==> config.mk <==
export PLATFORM = sky130hd
export DESIGN_NAME = vpage_tlb
export DESIGN_NICKNAME = d
export VERILOG_FILES = /design/src/rtl/tlb_pkg.sv /design/src/rtl/tlb_entry_cmp.sv /design/src/rtl/tlb_pick.sv /design/src/rtl/vpage_tlb.sv
export SDC_FILE = /design/constraint.sdc
export NUM_CORES = 1
export LEC_CHECK = 0
export BUFFER_PORTS_ARGS = -buffer_cell sky130_fd_sc_hd__buf_2
export CAP_MARGIN = 10
export CORE_UTILIZATION = 50
export DETAILED_ROUTE_END_ITERATION = 12
export PLACE_DENSITY = 0.73
export RECOVER_POWER = 100
export SYNTH_ARGS = -nofsm -noshare
export SYNTH_HDL_FRONTEND = slang
export SYNTH_HIERARCHICAL = 1
export SYNTH_SLANG_ARGS = --single-unit
==> constraint.sdc <==
create_clock -name clk -period 12.05 [get_ports clk]
set_clock_uncertainty 0.1 [all_clocks]
set_input_delay 1.205 -clock clk [delete_from_list [all_inputs] [get_ports clk]]
set_output_delay 1.205 -clock clk [all_outputs]
set_load 0.01 [all_outputs]
==> src/rtl/tlb_pkg.sv <==
package tlb_pkg;
   // permission bit positions inside an entry
   localparam int PERM_W   = 3;
   localparam int PERM_RD  = 0;
   localparam int PERM_WR  = 1;
   localparam int PERM_EX  = 2;

   typedef enum logic [1:0] {
      ACC_READ  = 2'd0,
      ACC_WRITE = 2'd1,
      ACC_EXEC  = 2'd2,
      ACC_ALT   = 2'd3
   } acc_kind_e;

   // required permission bit for a given access kind
   function automatic int perm_bit(input logic [1:0] kind);
      case (kind)
         2'd1:    return PERM_WR;
         2'd2:    return PERM_EX;
         default: return PERM_RD;
      endcase
   endfunction
endpackage

==> src/rtl/tlb_entry_cmp.sv <==
module tlb_entry_cmp #(
   parameter int TAG_W     = 22,
   parameter int PID_W     = 8,
   parameter int SZ_W      = 3,
   parameter int SIZE_STEP = 2
) (
   input  logic             ent_valid,
   input  logic [TAG_W-1:0] ent_tag,
   input  logic [SZ_W-1:0]  ent_size,
   input  logic [PID_W-1:0] ent_tid,
   input  logic [PID_W-1:0] pid,
   input  logic [TAG_W-1:0] epn,
   output logic             match
);
   logic [TAG_W-1:0] keep;
   logic             tag_ok;
   logic             id_ok;

   always_comb begin
      keep   = {TAG_W{1'b1}} << (int'(ent_size) * SIZE_STEP);
      tag_ok = ((ent_tag ^ epn) & keep) == '0;
      // zero owner ID is global; a zero pid therefore reaches only global slots
      id_ok  = (ent_tid == '0) || (ent_tid == pid);
      match  = ent_valid && tag_ok && id_ok;
   end
endmodule

==> src/rtl/tlb_pick.sv <==
module tlb_pick #(
   parameter int N = 8
) (
   input  logic [N-1:0] req,
   output logic [N-1:0] gnt,
   output logic         any
);
   always_comb begin
      gnt = '0;
      any = 1'b0;
      for (int i = 0; i < N; i++) begin
         if (req[i] && !any) begin
            gnt[i] = 1'b1;
            any    = 1'b1;
         end
      end
   end
endmodule

==> src/rtl/vpage_tlb.sv <==
module vpage_tlb
   import tlb_pkg::*;
#(
   parameter  int ENTRIES    = 8,
   parameter  int EA_W       = 32,
   parameter  int PID_W      = 8,
   parameter  int PAGE_MIN   = 10,
   parameter  int SIZE_STEP  = 2,
   parameter  int SIZE_CODES = 8,
   localparam int IDX_W      = $clog2(ENTRIES),
   localparam int SZ_W       = $clog2(SIZE_CODES),
   localparam int TAG_W      = EA_W - PAGE_MIN
) (
   input  logic              clk,
   input  logic              rst_n,
   input  logic              wr_en,
   input  logic [IDX_W-1:0]  wr_idx,
   input  logic              wr_valid,
   input  logic [TAG_W-1:0]  wr_tag,
   input  logic [SZ_W-1:0]   wr_size,
   input  logic [PID_W-1:0]  wr_tid,
   input  logic [TAG_W-1:0]  wr_rpn,
   input  logic [PERM_W-1:0] wr_perm,
   input  logic              xlat_en,
   input  logic              req_valid,
   input  logic [PID_W-1:0]  req_pid,
   input  logic [EA_W-1:0]   req_ea,
   input  logic [1:0]        req_kind,
   output logic              o_valid,
   output logic              o_hit,
   output logic              o_miss,
   output logic              o_fault,
   output logic [EA_W-1:0]   o_pa
);
   // elaboration-time parameter checks
   if (ENTRIES < 2) begin : g_bad_entries
      $error("vpage_tlb: ENTRIES must be at least 2");
   end
   if (PAGE_MIN + SIZE_STEP * (SIZE_CODES - 1) > EA_W) begin : g_bad_span
      $error("vpage_tlb: largest page exceeds address width");
   end
   if (SIZE_CODES < 2) begin : g_bad_sizes
      $error("vpage_tlb: need at least two size codes");
   end

   // slot storage
   logic              ent_v    [ENTRIES];
   logic [TAG_W-1:0]  ent_tag  [ENTRIES];
   logic [SZ_W-1:0]   ent_size [ENTRIES];
   logic [PID_W-1:0]  ent_tid  [ENTRIES];
   logic [TAG_W-1:0]  ent_rpn  [ENTRIES];
   logic [PERM_W-1:0] ent_perm [ENTRIES];

   always_ff @(posedge clk) begin
      if (!rst_n) begin
         for (int i = 0; i < ENTRIES; i++) ent_v[i] <= 1'b0;
      end else if (wr_en) begin
         ent_v   [wr_idx] <= wr_valid;
         ent_tag [wr_idx] <= wr_tag;
         ent_size[wr_idx] <= wr_size;
         ent_tid [wr_idx] <= wr_tid;
         ent_rpn [wr_idx] <= wr_rpn;
         ent_perm[wr_idx] <= wr_perm;
      end
   end

   // parallel compare
   logic [ENTRIES-1:0] match;
   logic [TAG_W-1:0]   epn;
   assign epn = req_ea[EA_W-1:PAGE_MIN];

   for (genvar g = 0; g < ENTRIES; g++) begin : g_slot
      tlb_entry_cmp #(
         .TAG_W(TAG_W), .PID_W(PID_W), .SZ_W(SZ_W), .SIZE_STEP(SIZE_STEP)
      ) u_cmp (
         .ent_valid(ent_v[g]),
         .ent_tag  (ent_tag[g]),
         .ent_size (ent_size[g]),
         .ent_tid  (ent_tid[g]),
         .pid      (req_pid),
         .epn      (epn),
         .match    (match[g])
      );
   end

   // lowest index wins when several slots match
   logic [ENTRIES-1:0] gnt;
   logic               any_hit;
   tlb_pick #(.N(ENTRIES)) u_pick (.req(match), .gnt(gnt), .any(any_hit));

   // selected slot fields
   logic [TAG_W-1:0]  sel_rpn;
   logic [SZ_W-1:0]   sel_size;
   logic [PERM_W-1:0] sel_perm;
   always_comb begin
      sel_rpn  = '0;
      sel_size = '0;
      sel_perm = '0;
      for (int i = 0; i < ENTRIES; i++) begin
         if (gnt[i]) begin
            sel_rpn  |= ent_rpn[i];
            sel_size |= ent_size[i];
            sel_perm |= ent_perm[i];
         end
      end
   end

   // address merge and permission test
   logic [EA_W-1:0] hi_mask;
   logic [EA_W-1:0] xl_pa;
   logic            perm_ok;
   always_comb begin
      hi_mask = {EA_W{1'b1}} << (PAGE_MIN + SIZE_STEP * int'(sel_size));
      xl_pa   = ({sel_rpn, {PAGE_MIN{1'b0}}} & hi_mask) | (req_ea & ~hi_mask);
      perm_ok = sel_perm[perm_bit(req_kind)];
   end

   // registered result
   always_ff @(posedge clk) begin
      if (!rst_n) begin
         o_valid <= 1'b0;
         o_hit   <= 1'b0;
         o_miss  <= 1'b0;
         o_fault <= 1'b0;
         o_pa    <= '0;
      end else begin
         o_valid <= req_valid;
         o_hit   <= req_valid && xlat_en && any_hit;
         o_miss  <= req_valid && xlat_en && !any_hit;
         o_fault <= req_valid && xlat_en && any_hit && !perm_ok;
         if (!req_valid)
            o_pa <= '0;
         else if (!xlat_en)
            o_pa <= req_ea;
         else if (any_hit && perm_ok)
            o_pa <= xl_pa;
         else
            o_pa <= '0;
      end
   end

   // assertions
   p_valid_follows_r9: assert property (@(posedge clk) disable iff (!rst_n)
      req_valid |=> o_valid);
   p_idle_quiet_r9: assert property (@(posedge clk) disable iff (!rst_n)
      !req_valid |=> (!o_valid && !o_hit && !o_miss && !o_fault));
   p_real_pass_r8: assert property (@(posedge clk) disable iff (!rst_n)
      (req_valid && !xlat_en) |=>
         (o_pa == $past(req_ea) && !o_hit && !o_miss && !o_fault));
   p_offset_kept_r6: assert property (@(posedge clk) disable iff (!rst_n)
      (req_valid && xlat_en && any_hit && perm_ok) |=>
         (o_pa[PAGE_MIN-1:0] == $past(req_ea[PAGE_MIN-1:0])));
   p_miss_clean_r5: assert property (@(posedge clk) disable iff (!rst_n)
      o_miss |-> (!o_hit && !o_fault && o_pa == '0));
   p_fault_on_hit_r7: assert property (@(posedge clk) disable iff (!rst_n)
      o_fault |-> (o_hit && o_pa == '0));
   p_one_winner_r2: assert property (@(posedge clk) disable iff (!rst_n)
      any_hit |-> ($onehot(gnt) && (gnt & ~match) == '0));
endmodule

==> results of run 1 <==
==> per-stage QoR <==
step	util (%)	area [sq um]	power (W)
after global routing	58.0	23000	0.00383
after detailed placement	54.2	21500	0.00217
final	58.0	23000	0.00373
after floorplan	-	20100	0.00208
after CTS	58.5	23200	0.00375
after global placement	54.2	21500	0.00217
==> cells in the final DEF (no fill, tap or decap), drive strengths merged, types with 2 or more instances in the layout <==
cell type	netlist	routed
edfxtp	464	464
clkbuf	6	175
xnor2	128	128
a22oi	113	113
xor2	112	112
nand2	60	60
buf	25	54
nor4	49	49
dfxtp	44	44
nand4	36	36
a21oi	36	36
nor2	24	24
a22o	20	20
clkinv	0	16
a211oi	16	16
nand3	15	15
inv	9	13
o21ai	12	12
and2	12	12
o21bai	8	8
a41oi	8	8
nand2b	7	7
bufinv	0	6
nor2b	6	6
o31ai	5	5
ha	4	4
diode	0	2
nor3	2	2
a221oi	2	2
o32ai	2	2
a32o	2	2
nor3b	2	2
==> logic make-up after synthesis <==
family          count (synthesis)
flops                         508
xor+xnor                      240
compound gates                230
fa+ha+maj                       4
simple gates                  218
buf+inv                        40
==> worst max-delay path: stages <==
cell,delay [ns]
clkbuf_1,0.58
xnor2_1,0.17
a41oi_1,0.31
nor2_1,0.06
a21oi_1,0.35
nor4_2,0.10
clkbuf_1,0.82
nor4_1,0.84
and2_0,1.52
a22o_1,0.30
a221oi_1,0.06
nand4_1,0.16
nand4_1,0.66
o41ai_1,0.79
a22o_1,0.22
==> sequential cells by signal, indices dropped and copies added, names as in the netlist <==
| register | cells |
|---|---|
| o_pa | 32 |
| ent_tid | 64 |
| o_valid | 1 |
| o_miss | 1 |
| ent_size | 24 |
| ent_tag | 176 |
| o_fault | 1 |
| ent_perm | 24 |
| ent_rpn | 176 |
| o_hit | 1 |
| ent_v | 8 |
==> how the worst min path moves through the flow <==
stage          depth (start not counted)  slack [ns]             start               end
2_1_floorplan                          2        0.35  ent_v[0]$_DFF_P_  ent_v[0]$_DFF_P_
3_3_place_gp                           2        0.35  ent_v[6]$_DFF_P_  ent_v[6]$_DFF_P_
3_5_place_dp                           2        0.37  ent_v[2]$_DFF_P_  ent_v[2]$_DFF_P_
4_1_cts                                2        0.38  ent_v[2]$_DFF_P_  ent_v[2]$_DFF_P_
5_1_grt                                2        0.40  ent_v[2]$_DFF_P_  ent_v[2]$_DFF_P_
6_report                               2        0.38  ent_v[7]$_DFF_P_  ent_v[7]$_DFF_P_
==> area by class of cell <==
| type | instances | area, sq um | share of cell area, % |
|---|---|---|---|
| inverters | 9 | 33.8 | 0.147 |
| repair buffers | 160 | 683 | 2.97 |
| clock buffers | 69 | 1400 | 6.10 |
| flip-flops and latches | 508 | 14800 | 64.4 |
| diodes | 2 | 5.00 | 0.0218 |
| multi-input cells | 692 | 5120 | 22.3 |
| well taps | 525 | 657 | 2.86 |
| clock inverters | 26 | 287 | 1.25 |
==> power breakdown <==
part           switching, W  internal (W)
logic              0.000103     0.0000504
registers         0.0000160       0.00196
clock network      0.000650      0.000945
==> metal layers <==
layer  up-vias  track usage (%)
met2       514             39.7
met3        81             5.19
li1       5197                -
met5         -                0
met1      5920             32.3
met4         4             8.11
==> metrics.md, run 1 <==
| Metric | Value |
|---|---|
| Outcome | finished with violations |
| Violated checks | max-capacitance violations, max-slew violations |
| CP Class | input port to register |
| Clk slew on worst S/H paths | 0.06 ns |
| H-tree lvl count | 2 |
| Placer Congestion | 0.904 |
| Synth Register Bits | 508 |
| Met1 WL | 19600 um |
| Synth-to-Final Area Change | 14.6% |
| TritonCTS Buffers | 51 |
| Slew headroom | -184% |
| Num ports | 145 |
| RSZ-0062 raised after global routing | false |
| EDFF count, synth | 464 |
| Final period utilization | 64.2% |
| CP Launch Type | input port |
| Initial DRC count | 1023 |
| Clk buf depth | 3 |
| Hold WS | 0.381 ns |
| Leak Pwr | 7.27 nW |
| Worst EP arrival | 8.18 ns |
| CTS root buffer | clkbuf_16 |
| Synth cell types | 52 |
| Max Cap Viol | 10 |
| Critical R2R Capture | o_pa[28]$_SDFF_PN0_ |
| FILL cells | 3053 |
| Max rail drop VDD | 0.130 mV |
| Post-Synth Simple-Gate Area | 6.07% |
| Largest net degree at the start of global routing | 61 |
| RR Startpoint | ent_tag[0][2]$_DFFE_PP_ |
| CTS Sinks | 508 |
| Port Buffers | 144 |
| Vias in the first global route | 11546 |
| Post-CTS sizing | 0 |
| Worst slew pin tran | 4.27 ns |
| Initial antenna violation count | 3 |
| P per Cell Area | 162 nW/um^2 |
| Vias per cell | 5.88 |
| Synth area leader | edfxtp_1 |
| Area share of fa/ha/maj cells after synthesis | 0.249% |
| Post-Synthesis Cell Area | 20100 sq um |
| Setup TNS | 0 ns |
| Syn Nets | 1353 |
| Area contributors post-synth | edfxtp_1 (69%), xnor2_1 (5.6%), xor2_1 (4.9%) |
| Worst Setup EP | o_pa[28]$_SDFF_PN0_ |
| Setup Viol. Count Final | 0 |
| CP Capture Type | register |
| Largest family of logic cells by synthesized area | XOR/XNOR gates |
| Top layer in use | met5 |
| Min Tclk post-route | 7.74 ns |
| Worst slack, placed | 6.19 ns |
| Count leader, synth | edfxtp_1 |
| Async SR Flop Fraction | 0% |
| Min-delay worst type | register to register |
| Global Route Usage Sum | 24.3% |
| Global-route wire length before repair | 72600 um |
| Share of the synthesized area in the top cell type | 69.4% |
| Pins Over Slew Limit | 526 |
| CP required | 12.49 ns |
| Multiplexer share of the synthesized area | 0% |
| Post-Synth XOR/XNOR Area | 10.5% |
| Postcts setup bufs | 0 |
| DR vias | 11716 |
| Met2 WL post-DR | 24700 um |
| F_max | 129 MHz |
| Avg Cell Area, Syn | 16.2 sq um |
| Placed Cells | 1894 |
| Sequential area share after synthesis | 73.8% |
| # DRC | 0 |
| Post-synth top flop | edfxtp_1 |
| Layout Nets | 1535 |
| Wire per inst | 24.8 um |
| R2R cell count | 14 |
| Top cells by count, synth | edfxtp_1 (464), xnor2_1 (128), a22oi_1 (113), xor2_1 (112), nand2_1 (60) |
| FP Rows | 73 |
| Initial Utilization | 50.6% |
| Die width | 202 um |
| Grt ovf | 0 |
| YS warnings | 6 |
| Syn Inst Count | 1240 |
| Reg2reg setup slack | 5.17 ns |
| Die height | 202 um |
| Clk_lat worst skew | 0.60 ns |
| HPWL Detailed | 31000 um |
| Ratio of cells with drive above 1 in the final layout | 10.9% |
| Full die area | 40900 sq um |
| Core ar. | 39600 sq um |
| CP Launch Point | req_ea[12] |
| Post-cts hold buffer count | 0 |
| Met3 wire length | 4020 um |
| Hold Vio Cnt, Final | 0 |
| ANT nets after route | 0 |
| Complex-gate fraction of the synthesized area | 8.52% |
| CP max FO | 32 |
| Post-Layout Cell Count | 1991 |
| Final WS setup | 4.31 ns |
| 1st-pass router iterations | 5 |
| CTS tree | built |
| Final wirelength | 49500 um |
Note: power is estimated with default switching activity, not from simulation.
==> run 2, diff against run 1 <==
--- a/config.mk
+++ b/config.mk
@@ -9,7 +9,7 @@
 export CAP_MARGIN = 10
 export CORE_UTILIZATION = 50
 export DETAILED_ROUTE_END_ITERATION = 12
-export PLACE_DENSITY = 0.73
+export PLACE_DENSITY = 0.76
 export RECOVER_POWER = 100
 export SYNTH_ARGS = -nofsm -noshare
 export SYNTH_HDL_FRONTEND = slang
==> constraint.sdc (replaced) <==
create_clock -name clk -period 6.4 [get_ports clk]
set_clock_uncertainty 0.1 [all_clocks]
set_input_delay 0.64 -clock clk [delete_from_list [all_inputs] [get_ports clk]]
set_output_delay 0.64 -clock clk [all_outputs]
set_load 0.01 [all_outputs]
==> run 2 against run 1 <==
Net effect:
- the flow still finishes with violations (max-capacitance violations, max-slew violations)
- core utilization decreased by 0.12 points
- critical path depth decreased by 3
- via count increased by 0.25%
- sequential power increased by 88%
- register-to-register slack got worse by 3.9 ns
- count of clock-buffer cells in the layout decreased by 4
- final area decreased by 0.21%
- sequential share of layout area increased by 0.14 points
- clock power increased by 85%
- wire length about the same
- die area unchanged
- global-route usage about the same
==> metrics.md, run 2 (synthesis gave the netlist of run 1 again) <==
| Metric | Value |
|---|---|
| Outcome | finished with violations |
| Violated checks | max-capacitance violations, max-slew violations |
| Leading registers by flop count | ent_rpn (176), ent_tag (176), ent_tid (64) |
| Max Cap Viol | 10 (unchanged) |
| # DRC | 0 (unchanged) |
| Largest net degree at the start of global routing | 61 (unchanged) |
| P per Cell Area | 304 nW/um^2 (+87%) |
| Layout Nets | 1534 (-0.065%) |
| Setup Viol. Count Final | 0 (unchanged) |
| Die width | 202 um (unchanged) |
| CP Launch Type | register |
| Core ar. | 39600 sq um (unchanged) |
| CP max FO | 26 (-19%) |
| Internal power | 0.00553 W (+87%) |
| Num ports | 145 (unchanged) |
| Final period utilization | 80.9% |
| Commonest non-fill, non-tap cells in the layout | edfxtp_1 (464), xnor2_1 (128), a22oi_1 (113) |
| CP Class | register to register |
| Min Tclk post-route | 5.18 ns |
| CP required | 6.83 ns (-5.66 ns) |
| Post-Layout Cell Count | 1988 (-0.15%) |
| CTS root buffer | clkbuf_16 |
| Clk_lat worst skew | 0.59 ns (about the same) |
| Global-route wire length before repair | 73300 um (+1.0%) |
| Post-CTS sizing | 0 (unchanged) |
| Full die area | 40900 sq um (unchanged) |
| RSZ-0062 raised after global routing | false |
| Grt ovf | 0 (unchanged) |
| Initial antenna violation count | 3 (unchanged) |
| Layout Utilization | 57.9% (-0.12 points) |
| Initial DRC count | 1384 (+35%) |
| Postcts setup bufs | 0 (unchanged) |
| Die height | 202 um (unchanged) |
| Ratio of cells with drive above 1 in the final layout | 10.8% (-0.12 points) |
| Synth-to-Final Area Change | 14.4% |
| HPWL Detailed | 31600 um (+1.9%) |
| Setup TNS | 0 ns (unchanged) |
| Logic pwr share | 4.1% (about the same) |
| Clk slew on worst S/H paths | 0.06 ns (about the same) |
| FILL cells | 3093 (+1.3%) |
| Placed Cells | 1895 (+0.053%) |
| 1st-pass router iterations | 6 (+1) |
| Slew headroom | -180% (+4.7 points) |
| ANT nets after route | 0 (unchanged) |
| TritonCTS Buffers | 49 (-3.9%) |
| Global Route Usage Sum | 24.3% (+0.043 points) |
| Final wirelength | 49400 um (about the same) |
| CTS Sinks | 508 (unchanged) |
| Pins Over Slew Limit | 410 (-22%) |
| Post-cts hold buffer count | 0 (unchanged) |
| Commonest non-fill, non-tap cell in the layout | edfxtp_1 |
| Wire per inst | 24.9 um (+0.12%) |
| Vias per cell | 5.91 (+0.40%) |
| Hold Vio Cnt, Final | 0 (unchanged) |
| Vias in the first global route | 11699 (+1.3%) |
| Placer Congestion | 0.945 (+4.5%) |
| Max rail drop VDD | 0.247 mV (+90%) |
| Worst EP arrival | 5.61 ns (-2.57 ns) |
| Clk pwr share | 42.5% (-0.3 points) |
| Min-delay worst type | input port to register |
| CTS tree | built |
| Sw frac | 20.6% (-0.022 points) |
| H-tree lvl count | 2 (unchanged) |
| Leak Pwr | 7.28 nW (about the same) |
| F_max | 193 MHz |
| Clk buf depth | 3 (unchanged) |
| FP Rows | 73 (unchanged) |
| Reg power frac | 53.4% (+0.3 points) |
| Worst slew pin tran | 4.20 ns (-0.0698 ns) |
| Switch Pwr | 0.00144 W (+87%) |
| Initial Utilization | 50.6% (unchanged) |
| Port Buffers | 144 (unchanged) |
| Hold WS | 0.149 ns (-0.232 ns) |
| CP Capture Type | register |
| DR vias | 11745 (+0.25%) |
run 2: cell types whose count changed in the layout (fill, tap and decap cells not counted), moves of 2 or more:
cell	before	now
and2_0	9	7
buf_4	6	9
clkbuf_1	118	112
clkbuf_8	6	4
clkinv_2	9	11
clkinvlp_4	0	2
inv_6	4	1
nor2_1	18	22
nor2_4	6	2
o21ai_0	10	12
o21ai_2	2	0
run 2: cell type report:
class | count | area [sq um] | area share, %
sequential | 508 | 14800 | 64.5
multi-input combinational | 692 | 5090 | 22.2
clock buffer | 65 | 1370 | 5.96
timing repair buffer | 161 | 701 | 3.05
tap | 525 | 657 | 2.86
clock inverter | 27 | 285 | 1.24
inverter | 9 | 33.8 | 0.147
antenna | 1 | 2.50 | 0.0109
run 2: worst max-delay path, stage by stage (launching register included):
cell and delay [ns]:
edfxtp_1 0.38, xor2_1 0.17, nor4_1 0.65, nand4_1 0.24, nor4_1 0.72, and4b_1 0.36
buf_4 0.41, a22o_1 0.20, a221oi_1 0.06, nand4_1 0.18, nand4_1 0.61, o41ai_1 0.81
a22o_1 0.23
run 2: final timing paths:
check,slack [ns],to,cells past startpoint,startpoint
setup reg to reg,1.22,o_pa[28]$_SDFF_PN0_,12,ent_tag[7][15]$_DFFE_PP_
hold / removal,0.15,o_pa[0]$_SDFF_PN0_,2,req_ea[0]
hold reg to reg,0.38,ent_v[7]$_DFF_P_,2,ent_v[7]$_DFF_P_
setup / recovery,1.22,o_pa[28]$_SDFF_PN0_,12,ent_tag[7][15]$_DFFE_PP_
run 2: stage by stage:
stage | cell area (sq um) | total power [W] | setup WS, ns
floorplan | 20100 | 0.00392 | 0.466
finish | 23000 | 0.00697 | 1.22
CTS | 23200 | 0.00700 | 1.63
global placement | 21500 | 0.00408 | 1.30
detailed placement | 21500 | 0.00409 | 1.12
global route | 23000 | 0.00715 | 0.807
run 2: power groups by stage:
stage / sequential, W / combinational, W / clock [W]
after global routing: 0.00373 / 0.000313 / 0.00311
after floorplan: 0.00379 / 0.000130 / 0
final: 0.00372 / 0.000288 / 0.00296
after detailed placement: 0.00379 / 0.000297 / 0
after global placement: 0.00379 / 0.000290 / 0
after CTS: 0.00372 / 0.000299 / 0.00299
run 2: metal layers:
layer | up-vias | GRT usage [%] | part of all wire, %
met5 | - | 0 | 0.063
met4 | 4 | 8.24 | 2.8
met3 | 94 | 5.84 | 9.4
met2 | 597 | 39.0 | 48
met1 | 5849 | 32.5 | 39
li1 | 5201 | - | -
